--- config.mk ---
export PLATFORM = sky130hd
export DESIGN_NAME = txbuf_abort_ctrl
export DESIGN_NICKNAME = d
export VERILOG_FILES = /design/src/rtl/txbuf_pkg.sv /design/src/rtl/txbuf_slot.sv /design/src/rtl/txbuf_irq.sv /design/src/rtl/txbuf_abort_ctrl.sv
export SDC_FILE = /design/constraint.sdc
export NUM_CORES = 1
export LEC_CHECK = 0
export BUFFER_PORTS_ARGS = -buffer_cell sky130_fd_sc_hd__buf_2
export CAP_MARGIN = 20
export CORE_MARGIN = 3
export CORE_UTILIZATION = 55
export DETAILED_ROUTE_END_ITERATION = 16
export GPL_ROUTABILITY_DRIVEN = 1
export PLACE_DENSITY = 0.9
export SETUP_SLACK_MARGIN = 0.15
export SYNTH_ARGS = -nofsm -noshare
export SYNTH_HDL_FRONTEND = slang
export SYNTH_SLANG_ARGS = --single-unit
--- constraint.sdc ---
create_clock -name clk -period 4 [get_ports clk]
set_input_delay 0 -clock clk [delete_from_list [all_inputs] [get_ports clk]]
set_output_delay 0 -clock clk [all_outputs]
set_load 0.03 [all_outputs]
--- src/rtl/txbuf_pkg.sv ---
package txbuf_pkg;

    typedef enum logic [1:0] {
        SLOT_IDLE   = 2'd0,
        SLOT_QUEUED = 2'd1,
        SLOT_ABORT  = 2'd2
    } slot_state_e;

endpackage

--- src/rtl/txbuf_slot.sv ---
module txbuf_slot
    import txbuf_pkg::*;
(
    input  logic clk,
    input  logic rst_n,
    input  logic soft_rst,
    input  logic sched_wr,
    input  logic ack_clr_wr,
    input  logic abort_wr,
    input  logic on_bus,
    input  logic done,
    output logic empty,
    output logic abort_pend,
    output logic ack
);

    slot_state_e state_q, state_nxt;
    logic        ack_q, ack_nxt;

    // state register
    always_ff @(posedge clk or negedge rst_n) begin
        if (!rst_n) begin
            state_q <= SLOT_IDLE;
            ack_q   <= 1'b0;
        end else begin
            state_q <= state_nxt;
            ack_q   <= ack_nxt;
        end
    end

    // transitions
    always_comb begin
        state_nxt = state_q;
        ack_nxt   = ack_q & ~ack_clr_wr;
        if (soft_rst) begin
            state_nxt = SLOT_IDLE;
            ack_nxt   = 1'b0;
        end else begin
            unique case (state_q)
                SLOT_IDLE: begin
                    if (sched_wr) state_nxt = SLOT_QUEUED;
                end
                SLOT_QUEUED: begin
                    if (done)          state_nxt = SLOT_IDLE;
                    else if (abort_wr) state_nxt = SLOT_ABORT;
                end
                SLOT_ABORT: begin
                    if (done) begin
                        state_nxt = SLOT_IDLE;
                    end else if (!on_bus) begin
                        state_nxt = SLOT_IDLE;
                        ack_nxt   = 1'b1;
                    end
                end
                default: state_nxt = SLOT_IDLE;
            endcase
        end
    end

    // outputs
    always_comb begin
        empty      = 1'b0;
        abort_pend = 1'b0;
        unique case (state_q)
            SLOT_IDLE:   empty = 1'b1;
            SLOT_QUEUED: empty = 1'b0;
            SLOT_ABORT:  abort_pend = 1'b1;
            default:     empty = 1'b1;
        endcase
    end

    assign ack = ack_q;

endmodule

--- src/rtl/txbuf_irq.sv ---
module txbuf_irq #(
    parameter int N = 3
) (
    input  logic         clk,
    input  logic         rst_n,
    input  logic [N-1:0] empty,
    input  logic [N-1:0] ie,
    output logic         irq
);

    always_ff @(posedge clk or negedge rst_n) begin
        if (!rst_n) irq <= 1'b0;
        else        irq <= |(empty & ie);
    end

endmodule

--- src/rtl/txbuf_abort_ctrl.sv ---
module txbuf_abort_ctrl #(
    parameter int NBUF   = 3,
    parameter int DATA_W = 8,
    parameter int SEL_W  = 2
) (
    input  logic              clk,
    input  logic              rst_n,
    input  logic              soft_rst,
    input  logic              cpu_wr,
    input  logic              cpu_addr,
    input  logic [DATA_W-1:0] cpu_wdata,
    output logic [DATA_W-1:0] cpu_rdata,
    input  logic              tx_active,
    input  logic [SEL_W-1:0]  tx_sel,
    input  logic              tx_done,
    output logic              irq
);

    localparam int HI_LSB = DATA_W / 2;

    logic            wr_flag, wr_ctrl;
    logic [NBUF-1:0] empty_vec, ack_vec, abort_vec, ie_q, on_bus;
    logic [DATA_W-1:0] flag_byte, ctrl_byte;
    logic            unused_wbits;

    assign wr_flag = cpu_wr && !cpu_addr;
    assign wr_ctrl = cpu_wr &&  cpu_addr;
    assign unused_wbits = ^{cpu_wdata[DATA_W-1:HI_LSB+NBUF], cpu_wdata[HI_LSB-1:NBUF]};

    always_ff @(posedge clk or negedge rst_n) begin
        if (!rst_n)       ie_q <= '0;
        else if (soft_rst) ie_q <= '0;
        else if (wr_ctrl)  ie_q <= cpu_wdata[NBUF-1:0];
    end

    for (genvar g = 0; g < NBUF; g++) begin : g_slot
        assign on_bus[g] = tx_active && (tx_sel == SEL_W'(g));
        txbuf_slot u_slot (
            .clk        (clk),
            .rst_n      (rst_n),
            .soft_rst   (soft_rst),
            .sched_wr   (wr_flag & cpu_wdata[g]),
            .ack_clr_wr (wr_flag & cpu_wdata[HI_LSB+g]),
            .abort_wr   (wr_ctrl & cpu_wdata[HI_LSB+g]),
            .on_bus     (on_bus[g]),
            .done       (tx_done & on_bus[g]),
            .empty      (empty_vec[g]),
            .abort_pend (abort_vec[g]),
            .ack        (ack_vec[g])
        );
    end

    always_comb begin
        flag_byte = '0;
        ctrl_byte = '0;
        flag_byte[NBUF-1:0]      = empty_vec;
        flag_byte[HI_LSB +: NBUF] = ack_vec;
        ctrl_byte[NBUF-1:0]      = ie_q;
        ctrl_byte[HI_LSB +: NBUF] = abort_vec;
    end

    assign cpu_rdata = cpu_addr ? ctrl_byte : flag_byte;

    txbuf_irq #(.N(NBUF)) u_irq (
        .clk   (clk),
        .rst_n (rst_n),
        .empty (empty_vec),
        .ie    (ie_q),
        .irq   (irq)
    );

endmodule

==> impl_metrics.env, run 1 <==
export IMPL_status="completed"
export IMPL_drc=0
export IMPL_gr_usage_met1_pct=25.68
export IMPL_final_util_pct=71.19
export IMPL_min_period_over_period_pct=40.67
export IMPL_drtAntennaViolNets=0
export IMPL_mostFrequentLayoutCells="21 x buf_2, 13 x dfrtp_1, 12 x inv_1, 12 x nand2_1, 10 x a21oi_1"
export IMPL_cts_max_level=1
export IMPL_cp_arrival_ns=1.79
export IMPL_fin_nets=157
export IMPL_synthCells=106
export IMPL_drive_gt1_share_pct=26.15
export IMPL_required_ns=4.16
export IMPL_wl_mm=2.061
export IMPL_cp_start_kind="flop"
export IMPL_diodes=0
export IMPL_via_per_inst=5.568
export IMPL_use_met2_pct=34.56
export IMPL_synth_edf_count=0
export IMPL_min_path_type="input pin to flop"
export IMPL_finalMaxSlewViolations=0
export IMPL_synthesis_area_um2=967.2
export IMPL_hold_viol_final=0
export IMPL_ys_types=36
export IMPL_final_setup_tns_ns=0
export IMPL_crit_slowest_cell="dfrtp_1"
export IMPL_leakagePower_nw=0.5541
export IMPL_vias=813
export IMPL_setup_viol_count_final=0
export IMPL_seqCellArea_um2=325.3
export IMPL_path_clk_slew_ns=0.08
export IMPL_fin_ws_ns=2.373
export IMPL_critPathBufInv=1
export IMPL_layout_min_cycle_time_ns=1.627
export IMPL_drt_iter0_markers=10
export IMPL_avgSynthCellArea_um2=9.124
export IMPL_post_cts_buffers=0
export IMPL_crit_chain="inv_1 > ha_1 > nor2b_1 > a32o_2 > a21oi_1 > mux2_4"
export IMPL_grt_util_all_layers_pct=20.44
export IMPL_finalClockSkew_ns=0.0004785
export IMPL_crit_type="flop to flop"
export IMPL_clock_root_buffer="clkbuf_4"
export IMPL_cp_max_fo=3
export IMPL_fp_dieW_um=47.94
export IMPL_grt_pass1_wl_mm=3.256
export IMPL_die_h_um=47.94
export IMPL_cts_tree="yes"
export IMPL_final_cells=146
export IMPL_maxCapViolations=0
export IMPL_place_area_mm2=0.001056
export IMPL_io_buffers=21
export IMPL_wl_per_cell_um=14.12
export IMPL_synthFlopType="dfrtp_1"
export IMPL_p_total_mw=0.4724
export IMPL_dp_hpwl_mm=1.559
export IMPL_place_ws_ns=2.383
export IMPL_stdcell_area_mm2=0.001122
export IMPL_fmaxAchievable_mhz=614.6
export IMPL_mostFrequentLayoutCell="buf_2"
export IMPL_core_area_mm2=0.001577
export IMPL_cts_hold_buffers=4
export IMPL_synth_seq_cells=13
export IMPL_syn2layout_area_growth_pct=16.04
export IMPL_gp_congestion=0.8225
export IMPL_grt_pass1_vias=807
export IMPL_worstSkewPairLatency_ns=0.27
export IMPL_dr_pass1_iters=4
export IMPL_cp_end_kind="flop"
export IMPL_slowest_delay_ns=0.40
export IMPL_clock_path_buffers=2
export IMPL_power_density_mw_per_mm2=420.9
export IMPL_numCtsBuffers=3
export IMPL_num_fill_cells=120
export IMPL_die_area_mm2=0.002298
export IMPL_grt_busiest_layer="met2"
export IMPL_start_util_pct=61.35
export IMPL_io_pins=26
export IMPL_hold_ws_ns=0.009707
export IMPL_numClockSinks=13
export IMPL_rows=14
export IMPL_async_reset_ff_share_pct=100.0
export IMPL_critPathTopFamily="flip-flops"
export IMPL_ys_warn_count=0
export IMPL_grtUsageMet3_pct=2.256
export IMPL_dp_cells=138
export IMPL_seq_area_frac_synth_pct=33.64
export IMPL_rsz0062_at_grt="no"
export IMPL_grt_max_degree=20
export IMPL_ir_drop_uv=268.3
export IMPL_antenna_found_initial=0
export IMPL_multi_input_area_um2=560.5
export IMPL_grt_overflow=0
export IMPL_cts_resized=0
power by group:
part	switching [mW]	internal, mW	total [mW]	leakage (nW)
sequential	0.0186	0.155	0.173	0.175
combinational	0.124	0.0935	0.217	0.365
clock	0.0432	0.0386	0.0819	0.0150
total	0.186	0.287	0.472	0.554
metal layers:
metal	share of wire (%)	vias up	routed length, um
met5	0	-	0
met4	1.3	0	26
met3	4.4	5	91
met2	48	26	997
met1	46	373	945
li1	-	409	-
cells in the mapped netlist, types with 2 or more instances:
| cell type | n | area (um^2) |
|---|---|---|
| ha_1 | 9 | 112.6 |
| nand3_1 | 4 | 20.02 |
| nor2b_1 | 4 | 25.02 |
| buf_2 | 2 | 10.01 |
| inv_1 | 12 | 45.04 |
| dfrtp_1 | 13 | 325.3 |
| and3_1 | 2 | 12.51 |
| o21ai_0 | 4 | 20.02 |
| and2b_1 | 2 | 15.01 |
| buf_4 | 2 | 15.01 |
| mux2_2 | 3 | 33.78 |
| nand3b_1 | 3 | 22.52 |
| nor2_1 | 2 | 7.510 |
| a21oi_1 | 10 | 50.05 |
| nand2_1 | 12 | 45.04 |
| mux2_4 | 2 | 30.03 |
registers in the layout, indices dropped and copies added, names as in the netlist:
signal,cells
g_slot.u_slot.ack,3
ie_q,3
g_slot.u_slot.state_q,6
u_irq.irq,1
cells by family (layout without fill, tap and decap cells):
group / after synthesis / count (layout) / share of synthesized area (%)
AOI/OAI and AO/OA: 25 / 25 / 17.72
adders and majority gates: 9 / 9 / 11.64
buffers and inverters: 18 / 41 / 8.796
DFF: 13 / 13 / 33.63
muxes: 7 / 7 / 8.797
other: 1 / 2 / 0.3877
and+or+nand+nor: 33 / 33 / 19.02
worst paths after layout:
path / startpoint / endpoint / slack [ns] / cells after the start
worst max-delay path: g_slot[0].u_slot.state_q[0]$_DFFE_PN0P_ / g_slot[0].u_slot.state_q[0]$_DFFE_PN0P_ / 2.37 / 6
worst min-delay path: cpu_wdata[4] / g_slot[0].u_slot.ack$_DFF_PN0_ / 0.01 / 4
worst max register to register: g_slot[0].u_slot.state_q[0]$_DFFE_PN0P_ / g_slot[0].u_slot.state_q[0]$_DFFE_PN0P_ / 2.37 / 6
worst min register to register: ie_q[2]$_DFFE_PN0P_ / ie_q[2]$_DFFE_PN0P_ / 0.52 / 2
max in group asynchronous: rst_n / g_slot[0].u_slot.state_q[1]$_DFFE_PN0P_ / 3.64 / 2
min in group asynchronous: rst_n / g_slot[2].u_slot.ack$_DFF_PN0_ / 0.13 / 2
layout make-up:
cell class,count,share of cell area [%]
Timing Repair Buffer,25,12.93
Inverter,12,4.013
Tap cell,16,1.784
Multi-Input combinational cell,76,49.94
Clock buffer,4,2.341
Sequential cell,13,28.99
worst min-delay path: stages:
cell     delay (ns)
buf_2          0.09
nand2_1        0.05
nand2_1        0.06
a21oi_1        0.05
Power figures use the tool's default switching activity.
==> inputs of run 2 (changes only) <==
Settings changed: CORE_UTILIZATION 55 to 51, PLACE_DENSITY 0.9 to 0.85.
Clock period 4 ns to 1.6 ns, I/O delays scaled along.
==> run 2 against run 1 <==
Against the previous run: clock skew up 0.0069 ns; critical path type unchanged; the flow now finishes with violations (hold timing); largest power group unchanged; global-route usage grew 3.1 points; core utilization increased by 3.4 points; sequential power increased by 150%; total power grew to 3.1 times the previous value; first-iteration DRC count up 140%; sequential share of layout area is 4.3 points lower.
==> impl_metrics.env, run 2 (same netlist as run 1, synthesis figures left out) <==
export IMPL_status="complete, but fails checks"
export IMPL_failed_checks="hold timing"
export IMPL_fp_dieW_um=49.55
export IMPL_wl_mm=2.610
export IMPL_finalClockSkew_ns=0.007373
export IMPL_grt_pass1_vias=928
export IMPL_finalMaxSlewViolations=0
export IMPL_grt_max_degree=20
export IMPL_numCtsBuffers=3
export IMPL_reg2regPathDepth=6
export IMPL_wl_per_cell_um=15.72
export IMPL_crit_type="flop to flop"
export IMPL_fmaxAchievable_mhz=647.9
export IMPL_rows=15
export IMPL_diodes=0
export IMPL_cp_arrival_ns=1.72
export IMPL_dp_hpwl_mm=1.733
export IMPL_fin_ws_ns=0.05653
export IMPL_cp_start_kind="flop"
export IMPL_cts_tree="yes"
export IMPL_dr_pass1_iters=4
export IMPL_hold_viol_final=1
export IMPL_grt_pass1_wl_mm=4.347
export IMPL_required_ns=1.78
export IMPL_slowest_delay_ns=0.39
export IMPL_worstSkewPairLatency_ns=0.28
export IMPL_cts_max_level=1
export IMPL_clock_path_buffers=2
export IMPL_power_density_mw_per_mm2=1125
export IMPL_p_switching_mw=0.5767
export IMPL_gr_usage_met1_pct=26.45
export IMPL_path_clk_slew_ns=0.09
export IMPL_mostFrequentLayoutCell="buf_4"
export IMPL_use_met2_pct=43.61
export IMPL_place_ws_ns=0.02939
export IMPL_cp_end_kind="flop"
export IMPL_largest_register="g_slot.u_slot.state_q"
export IMPL_combPwrFrac_pct=56.8
export IMPL_crit_chain="inv_2 > ha_1 > nor2b_2 > a32oi_2 > o21ai_2 > mux2_4"
export IMPL_io_buffers=21
export IMPL_vias=932
export IMPL_drive_gt1_share_pct=45.39
export IMPL_drc=0
export IMPL_gp_congestion=0.8347
export IMPL_numClockSinks=13
export IMPL_clkPwrFrac_pct=14.1
export IMPL_grt_busiest_layer="met2"
export IMPL_seq_power_share_pct=29.1
export IMPL_hold_depth=3
export IMPL_internal_power_mw=0.9037
export IMPL_ir_drop_uv=887.9
export IMPL_via_per_inst=5.614
export IMPL_grt_overflow=0
export IMPL_layout_min_cycle_time_ns=1.543
export IMPL_leakagePower_nw=0.6314
export IMPL_setup_viol_count_final=0
export IMPL_cp_max_fo=3
export IMPL_drt_iter0_markers=24
export IMPL_grt_util_all_layers_pct=23.53
export IMPL_final_setup_tns_ns=0
export IMPL_drtAntennaViolNets=0
export IMPL_fin_nets=168
export IMPL_min_period_over_period_pct=96.47
export IMPL_hold_ws_ns=-0.002349
export IMPL_clock_root_buffer="clkbuf_4"
export IMPL_min_path_type="input pin to flop"
export IMPL_io_pins=26
export IMPL_crit_slowest_cell="dfrtp_1"
export IMPL_p_sw_share_pct=38.95
export IMPL_largest_reg_flops=6
export IMPL_grtUsageMet3_pct=6.042
export IMPL_die_h_um=49.55
export IMPL_mostFrequentLayoutCells="16 x buf_4, 15 x buf_2, 13 x dfrtp_1"
export IMPL_antenna_found_initial=0
export IMPL_rsz0062_at_grt="yes"
export IMPL_start_util_pct=54.82
export IMPL_die_area_mm2=0.002455
export IMPL_maxCapViolations=0
export IMPL_core_area_mm2=0.001764
export IMPL_syn2layout_area_growth_pct=36.09
-- run 2: layout make-up --
cell class / count / area [um^2]
Fill cell: 136 / 447.9
Clock inverter: 1 / 5.005
Sequential cell: 13 / 325.3
Tap cell: 25 / 31.28
Timing Repair Buffer: 36 / 247.7
Inverter: 12 / 45.04
Multi-Input combinational cell: 76 / 639.4
Clock buffer: 3 / 22.52
-- run 2: final timing paths --
check,from,to,slack (ns)
min in group asynchronous,rst_n,ie_q[1]$_DFFE_PN0P_,0.12
worst min-delay path,cpu_wdata[1],ie_q[1]$_DFFE_PN0P_,-0.002
worst max-delay path,g_slot[1].u_slot.state_q[0]$_DFFE_PN0P_,g_slot[1].u_slot.state_q[0]$_DFFE_PN0P_,0.06
max in group asynchronous,rst_n,g_slot[0].u_slot.ack$_DFF_PN0_,1.24
worst max register to register,g_slot[1].u_slot.state_q[0]$_DFFE_PN0P_,g_slot[1].u_slot.state_q[0]$_DFFE_PN0P_,0.06
worst min register to register,g_slot[0].u_slot.ack$_DFF_PN0_,g_slot[0].u_slot.ack$_DFF_PN0_,0.54
-- run 2: routing by layer --
| metal | up-vias | wire (um) |
|---|---|---|
| li1 | 430 | - |
| met1 | 438 | 1037 |
| met2 | 52 | 1342 |
| met3 | 12 | 171 |
| met4 | 0 | 59 |
| met5 | - | 0 |
-- run 2: stage by stage --
stage | utilization, % | area, um^2 | power (mW) | hold WS, ns | std cells
floorplan | - | 991.0 | 0.8645 | -0.2956 | 107
global placement | 62.06 | 1095 | 0.9872 | -0.09445 | 148
detailed placement | 62.06 | 1095 | 1.028 | -0.09589 | 148
CTS | 70.57 | 1245 | 1.373 | 0.001448 | 164
global route | 74.61 | 1316 | 1.595 | 0.002262 | 166
finish | 74.61 | 1316 | 1.480 | -0.002349 | 166
-- run 2: what timing repair did --
item / in CTS / in global routing
hold buffers: 3 / 0
endpoints found under the setup margin: 5 / 10
setup buffers: 9 / 2
hold endpoints to repair: 15 / 0
pin swaps: 8 / 3
resized for setup: 9 / 21
-- run 2: power by group through the flow --
stage	logic [mW]	clock network (mW)	registers [mW]
global route	0.923	0.235	0.437
CTS	0.733	0.215	0.426
global placement	0.558	0	0.429
floorplan	0.429	0	0.436
detailed placement	0.589	0	0.438
finish	0.841	0.209	0.430
-- run 2: critical path: cells and delay by family (launching register included) --
family                   cells  cell delay (ns)
flip-flops                   1             0.39
AO/OA/AOI/OAI                2             0.33
multiplexers                 1             0.30
adder cells (fa/ha/maj)      1             0.19
AND/OR/NAND/NOR              1             0.16
buffers and inverters        1             0.07
